===== config.mk =====
export PLATFORM = sky130hd
export DESIGN_NAME = tabdiv_clk_en
export DESIGN_NICKNAME = d
export VERILOG_FILES = /design/src/rtl/tabdiv_pkg.sv /design/src/rtl/tabdiv_code_map.sv /design/src/rtl/tabdiv_ratio_reg.sv /design/src/rtl/tabdiv_period_ctr.sv /design/src/rtl/tabdiv_clk_en.sv
export SDC_FILE = /design/constraint.sdc
export NUM_CORES = 1
export LEC_CHECK = 0
export ABC_CLOCK_PERIOD_IN_PS = 7200
export BUFFER_PORTS_ARGS = -buffer_cell sky130_fd_sc_hd__buf_2
export CORE_ASPECT_RATIO = 1.1
export CORE_MARGIN = 8
export CORE_UTILIZATION = 46
export CTS_CLUSTER_DIAMETER = 150
export DETAILED_ROUTE_END_ITERATION = 8
export PLACE_DENSITY = 0.7
export SLEW_MARGIN = 20
export SYNTH_ARGS = -nofsm -noshare
export SYNTH_HDL_FRONTEND = slang
export SYNTH_HIERARCHICAL = 1
export SYNTH_SLANG_ARGS = --single-unit

===== constraint.sdc =====
create_clock -name clk_i -period 7.2 [get_ports clk_i]
set_input_delay 0.36 -clock clk_i [delete_from_list [all_inputs] [get_ports clk_i]]
set_output_delay 0.36 -clock clk_i [all_outputs]
set_load 0.02 [all_outputs]

===== src/rtl/tabdiv_pkg.sv =====
package tabdiv_pkg;

  localparam int unsigned NUM_TABLES = 6;

  // Ratio for a code in a given table; 0 marks an illegal code.
  function automatic int unsigned code_ratio(input int unsigned sel, input int unsigned code);
    int unsigned r;
    r = 0;
    case (sel)
      0: case (code)
           0: r = 8;  1: r = 9;  2: r = 10; 3: r = 15;
           default: r = 0;
         endcase
      1: case (code)
           0: r = 8;  1: r = 16; 2: r = 24; 3: r = 32;
           default: r = 0;
         endcase
      2: case (code)
           3: r = 4;  4: r = 5;  5: r = 6;  7: r = 8;
           default: r = 0;
         endcase
      3: case (code)
           0: r = 9;  1: r = 10; 2: r = 11; 3: r = 12;
           4: r = 13; 5: r = 14; 6: r = 16; 7: r = 18;
           default: r = 0;
         endcase
      4: case (code)
           7: r = 8;  15: r = 16;
           default: r = 0;
         endcase
      5: case (code)
           15: r = 16; 31: r = 32;
           default: r = 0;
         endcase
      default: r = 0;
    endcase
    return r;
  endfunction

  // Ratio of the numerically lowest legal code.
  function automatic int unsigned lowest_ratio(input int unsigned sel, input int unsigned code_w);
    int unsigned r;
    r = 0;
    for (int c = (1 << code_w) - 1; c >= 0; c--) begin
      if (code_ratio(sel, c) != 0) r = code_ratio(sel, c);
    end
    return r;
  endfunction

endpackage


===== src/rtl/tabdiv_code_map.sv =====
module tabdiv_code_map #(
  parameter int unsigned TABLE_SEL = 3,
  parameter int unsigned CODE_W    = 5,
  parameter int unsigned RATIO_W   = 6
) (
  input  logic [CODE_W-1:0]  code_i,
  output logic [RATIO_W-1:0] ratio_o,
  output logic               legal_o
);
  logic [31:0] lookup;

  always_comb begin
    lookup  = tabdiv_pkg::code_ratio(TABLE_SEL, 32'(code_i));
    ratio_o = lookup[RATIO_W-1:0];
    legal_o = (lookup != 32'd0);
  end
endmodule


===== src/rtl/tabdiv_ratio_reg.sv =====
module tabdiv_ratio_reg #(
  parameter int unsigned RATIO_W     = 6,
  parameter int unsigned RESET_RATIO = 9
) (
  input  logic               clk_i,
  input  logic               rst_ni,
  input  logic               load_i,
  input  logic               legal_i,
  input  logic [RATIO_W-1:0] new_ratio_i,
  input  logic               boundary_i,
  output logic [RATIO_W-1:0] cur_ratio_o,
  output logic               pend_valid_o,
  output logic               bad_o
);
  logic [RATIO_W-1:0] pend_ratio_q;
  logic               take_new;

  assign take_new = load_i & legal_i;

  always_ff @(posedge clk_i or negedge rst_ni) begin
    if (!rst_ni) begin
      cur_ratio_o  <= RATIO_W'(RESET_RATIO);
      pend_ratio_q <= RATIO_W'(RESET_RATIO);
      pend_valid_o <= 1'b0;
      bad_o        <= 1'b0;
    end else begin
      bad_o <= load_i & ~legal_i;
      if (boundary_i) begin
        if (take_new)          cur_ratio_o <= new_ratio_i;
        else if (pend_valid_o) cur_ratio_o <= pend_ratio_q;
        pend_valid_o <= 1'b0;
      end else if (take_new) begin
        pend_ratio_q <= new_ratio_i;
        pend_valid_o <= 1'b1;
      end
    end
  end
endmodule


===== src/rtl/tabdiv_period_ctr.sv =====
module tabdiv_period_ctr #(
  parameter int unsigned RATIO_W = 6
) (
  input  logic               clk_i,
  input  logic               rst_ni,
  input  logic [RATIO_W-1:0] ratio_i,
  output logic [RATIO_W-1:0] cnt_o,
  output logic               last_o
);
  assign last_o = (cnt_o == ratio_i - RATIO_W'(1));

  always_ff @(posedge clk_i or negedge rst_ni) begin
    if (!rst_ni)     cnt_o <= '0;
    else if (last_o) cnt_o <= '0;
    else             cnt_o <= cnt_o + RATIO_W'(1);
  end
endmodule


===== src/rtl/tabdiv_clk_en.sv =====
module tabdiv_clk_en #(
  parameter int unsigned TABLE_SEL = 3,
  parameter int unsigned CODE_W    = 5,
  parameter int unsigned RATIO_W   = 6
) (
  input  logic              clk_i,
  input  logic              rst_ni,
  input  logic [CODE_W-1:0] code_i,
  input  logic              load_i,
  output logic              tick_o,
  output logic              bad_code_o
);
  localparam int unsigned RESET_RATIO = tabdiv_pkg::lowest_ratio(TABLE_SEL, CODE_W);

  logic [RATIO_W-1:0] map_ratio;
  logic               code_legal;
  logic [RATIO_W-1:0] cur_ratio;
  logic [RATIO_W-1:0] cnt_q;
  logic               pend_valid;
  logic               period_end;

  tabdiv_code_map #(
    .TABLE_SEL(TABLE_SEL), .CODE_W(CODE_W), .RATIO_W(RATIO_W)
  ) u_map (
    .code_i (code_i),
    .ratio_o(map_ratio),
    .legal_o(code_legal)
  );

  tabdiv_ratio_reg #(
    .RATIO_W(RATIO_W), .RESET_RATIO(RESET_RATIO)
  ) u_ratio (
    .clk_i       (clk_i),
    .rst_ni      (rst_ni),
    .load_i      (load_i),
    .legal_i     (code_legal),
    .new_ratio_i (map_ratio),
    .boundary_i  (period_end),
    .cur_ratio_o (cur_ratio),
    .pend_valid_o(pend_valid),
    .bad_o       (bad_code_o)
  );

  tabdiv_period_ctr #(
    .RATIO_W(RATIO_W)
  ) u_ctr (
    .clk_i  (clk_i),
    .rst_ni (rst_ni),
    .ratio_i(cur_ratio),
    .cnt_o  (cnt_q),
    .last_o (period_end)
  );

  assign tick_o = period_end;
endmodule


Word-level counts from Yosys, hierarchy flattened. Memories as Yosys holds them, arrays and structs flattened. Cells that the tools add are included.

Register bits after elaboration: 20. Memory bits (read-only): 40. Output and inout bits: 2. Memories: 1.

Memory list: (name not given) (words 8, bits a word 5, rd ports 1, clocked after Yosys merged registers in 0, write ports 0, line tabdiv_pkg.sv:22) `3: case (code)`.

Add/subtract/negate cells: 2. Eq/ne operators: 1. Muxes and demuxes: 6. Bitwise logic cells: 4. Reduce and logical (&&, ||, !) cells: 6.

Operators by type and width (number): $mux 32 (1); $reduce_bool 32->1 (1); $mux 6 (3); $add 6x1->6 const B (1); $eq 6x6->1 (1); $sub 6x1->6 const B (1); $reduce_and 2->1 (2); $reduce_bool 2->1 (2); $and 1x1->1 (2); $logic_not 2->1 (1); $mux 1 (2); $not 1->1 (2).

Longest topological paths before layout.
Depth after elaboration: 6. Depth in mapped cells: 10. Gate-level depth less buffers: 8.

Cells and area by module. The synthesis kept the hierarchy.

By module, submodules not included: tabdiv_ratio_reg (times used 1, cells each 41, area an instance 608.1 µm²); tabdiv_period_ctr (times used 1, cells each 45, area an instance 439.2 µm²); tabdiv_code_map (times used 1, cells each 18, area an instance 113.9 µm²).

Worst setup path after synthesis. No wires, ideal clock.

Path type: reg-to-reg. From: reg u_ratio.cur_ratio_o[2]. To: reg u_ratio.pend_ratio_q[1]. Setup time: 0.125 ns. Arrival: 2.726 ns. Path slack: 4.349 ns. Stages on the path, launching flop included: 9. Path buffers: 2. Period minus slack after synthesis: 2.851 ns. Cell sequence: dfrtp_1 > or4_1 > or3_4 > a2111oi_4 > and2_1 > buf_8 > or2_1 > buf_6 > mux2_4.

Cells in the longest elaborated chain, start to end: 4.

RTL lines: start, declared (line tabdiv_ratio_reg.sv:11) `output logic [RATIO_W-1:0] cur_ratio_o,`; start signal, assigned (line tabdiv_ratio_reg.sv:22) `cur_ratio_o <= RATIO_W'(RESET_RATIO);`; start signal, assigned (line tabdiv_ratio_reg.sv:29) `if (take_new) cur_ratio_o <= new_ratio_i;`; start signal, assigned (line tabdiv_ratio_reg.sv:30) `else if (pend_valid_o) cur_ratio_o <= pend_ratio_q;`; $sub 6x1->6 (line tabdiv_period_ctr.sv:10) `assign last_o = (cnt_o == ratio_i - RATIO_W'(1));`; $eq 6x6->1 (line tabdiv_period_ctr.sv:10); named net tick_o (line tabdiv_clk_en.sv:10) `output logic tick_o,`; $not 1->1 (no source line); $reduce_and 2->1 (no source line); end signal, assigned (line tabdiv_ratio_reg.sv:23) `pend_ratio_q <= RATIO_W'(RESET_RATIO);`; end signal, assigned (line tabdiv_ratio_reg.sv:33) `pend_ratio_q <= new_ratio_i;`; end, declared (line tabdiv_ratio_reg.sv:15) `logic [RATIO_W-1:0] pend_ratio_q;`.

The timed path passes the listed nets, and every way through them passes these cells. A chain may end at the register's enable or synchronous reset.

Final worst setup path.
From: reg u_ratio.cur_ratio_o[2]. To: out tick_o.

Cells in the longest elaborated chain, start to end: 2.

RTL lines (line): $sub 6x1->6 (tabdiv_period_ctr.sv:10); $eq 6x6->1 (tabdiv_period_ctr.sv:10); end, declared (tabdiv_clk_en.sv:10).

No other way between the ends.

==> results.ini <==
[yosys]
avgSynthCellArea_um2 = 11.16
synth_area_leaders = dfrtp_1 34%, dfstp_2 9.1%, mux2_4 7.8%, a2bb2oi_1 4.5%, xnor2_1 4.5%
ys.flop_type = dfrtp_1
yosys_warnings = 6
synth_top_family_by_area = compound AO/OA/AOI/OAI gates
synthAdderAreaFrac = 0.04310
synth-async-reset-ratio = 1.000
ys_ff_latch = 20
ys_seq_area_frac = 0.4353
synth_simple_gate_area_frac = 0.1261
netlist_instances = 104
synth_compound_area_frac = 0.1789
yosys.area.top_type = dfrtp_1
syn_area_um2 = 1161
yosysTopAreaCellShare = 0.3448
synthMuxAreaShare = 0.08621
ys_types = 38
syn_nets = 116
synth-edff-count = 0
synth_xor_xnor_area_share = 0.07543

[clock_tree]
clock_latency_ns = 0.30
clockBufferDepth = 2
cts-root-buf = clkbuf_4
cts_hold_buf = 1
cts.sinks = 20
htreeDepth = 1
clk_pin_slew_ns = 0.11
post_cts_resized = 0
cts_tree = built
cts_setup_buffers = 0
cts_made_buffers = 3

[drt]
antenna_left = 0
dr.pass1.iters = 4
routed_wl_mm = 2.032
vias = 775
viasPerCell = 5.345
wl_per_cell_um = 14.01
drc = 0
drtIter0Drc = 24

[floorplanning]
start_util = 0.4742
core_area_um2 = 2449
die_w_um = 63.90
die-area_um2 = 4389
num_rows = 19
io_pins = 10
die_h_um = 68.69

[global_route]
grt-ovfl-total = 0
grt_use_total = 0.1085
grt_pass1_vias = 800
grt_antenna_before_repair = 0
grt_max_degree = 21
grt_pass1_wl_mm = 3.636

[final_layout]
multi_input_area_um2 = 595.6
drive_above_1_share = 0.2544
syn_to_final_growth_pct = 7.112
layout_commonest_cell = dfrtp_1
final_cell_mix = 16 x dfrtp_1, 10 x a21oi_1, 9 x buf_2
final-seq-area_um2 = 505.5
nets = 127
num_antenna_cells = 0
finish.instance_area_um2 = 1244
nFillCells = 225

[hold_path]
hp-class = primary input to flip-flop

[power_and_ir_drop]
power_uw = 197.3
p_leak_nw = 0.5505
ir_worst_vdd_mv = 0.1217
internal-power_uw = 149.9
seq_power_share = 0.606
p_switching_uw = 47.39
swShare = 0.2402
clock_power_share = 0.284
powerDensity_nw_per_um2 = 158.6
combPwrFrac = 0.110

[placed_design]
portBuffers = 9
dp_slack_ns = 4.179
dpl.hpwl_mm = 1.558
place_congestion = 0.8011
place_area_um2 = 1207

[setup_path]
cp.arrival_ns = 2.77
end_kind = primary output
worst-path-max-fanout = 10
crit_type = flip-flop to primary output
cp-start-kind = flip-flop
required_ns = 6.84

[timing]
clock_skew_ns = 0.002963
tightest_slew_ns = 0.7514
rsz0062_at_grt = false
hold_viol_final = 0
finalSetupViolations = 0
relSlewSlack = 0.4948
fin_ws_ns = 4.070
setup_tns_ns = 0
period_minus_slack_ns = 3.130
slew_viol_final = 0
timing.fmax_ghz = 0.3195
min_period_over_period = 0.4347

[outcome]
status = finished, final reports clean

[run]
drv_cap = 0

power by group through the flow:
stage	logic [mW]	registers, mW	clock network (mW)
final	0.0218	0.120	0.0560
after global routing	0.0244	0.120	0.0636
after CTS	0.0220	0.120	0.0583
after detailed placement	0.0215	0.122	0
after global placement	0.0208	0.122	0
after floorplan	0.0143	0.121	0
worst max-delay path: stages, from the launching register on:
cell and delay (ns):
dfrtp_1 0.44, or4_1 0.55, or3_4 0.36, a2111oi_4 0.51
and2_1 0.38, buf_2 0.24
synthesized netlist by cell type (2+ instances only):
library cell / instances
dfrtp_1: 16
o22ai_1: 6
xor2_1: 4
or2_1: 2
nand2b_1: 4
mux2_4: 6
nor2_1: 3
a2bb2oi_1: 6
nand3_1: 3
inv_1: 5
xnor2_1: 6
dfstp_2: 4
a21oi_1: 10
and3_1: 2
ha_1: 4
layout make-up:
cell class / instances / share of cell area
Clock buffer: 4 / 0.02113
Multi-Input combinational cell: 74 / 0.4789
Timing Repair Buffer: 10 / 0.04427
Inverter: 6 / 0.01811
Sequential cell: 20 / 0.4064
Tap cell: 31 / 0.03119
worst paths after layout:
| kind | start | end | slack [ns] | cells past startpoint |
|---|---|---|---|---|
| min | load_i | u_ratio/bad_o | 0.35 | 2 |
| min in group asynchronous | rst_ni | u_ctr/cnt_o[4] | 0.52 | 2 |
| max | u_ratio/cur_ratio_o[2] | tick_o | 4.07 | 5 |
| max reg2reg | u_ratio/cur_ratio_o[2] | u_ratio/pend_ratio_q[2] | 4.15 | 6 |
| min reg2reg | u_ratio/pend_valid_o | u_ratio/pend_valid_o | 0.52 | 2 |
| max in group asynchronous | rst_ni | u_ratio/pend_ratio_q[0] | 6.35 | 2 |
flip-flops by register name, summed over array words and instances, names as in the netlist:
signal	count
u_ratio/cur_ratio_o	6
u_ratio/pend_ratio_q	6
u_ctr/cnt_o	6
u_ratio/pend_valid_o	1
u_ratio/bad_o	1
cells by family after synthesis:
kind of cell / Yosys count
AOI/OAI and AO/OA: 28
and+or+nand+nor: 24
DFF: 20
xor gates and xnor gates: 10
buffers and inverters: 10
muxes: 7
adders and majority gates: 4
other: 1
layer usage:
layer,up-vias,GRT usage,wire length [um]
met5,-,0,0
met2,8,0.1782,964
met3,5,0.03231,75
met1,373,0.1213,934
li1,389,-,-
met4,0,0.07521,57
metrics by stage:
step	hold slack, ns	utilization	std cells
4_1_cts	0.3335	0.5079	145
3_3_place_gp	0.3251	0.4931	140
5_1_grt	0.3215	0.5079	145
3_5_place_dp	0.3324	0.4931	140
2_1_floorplan	0.06441	-	104
6_report	0.3463	0.5079	145
Power figures use the tool's default switching activity.
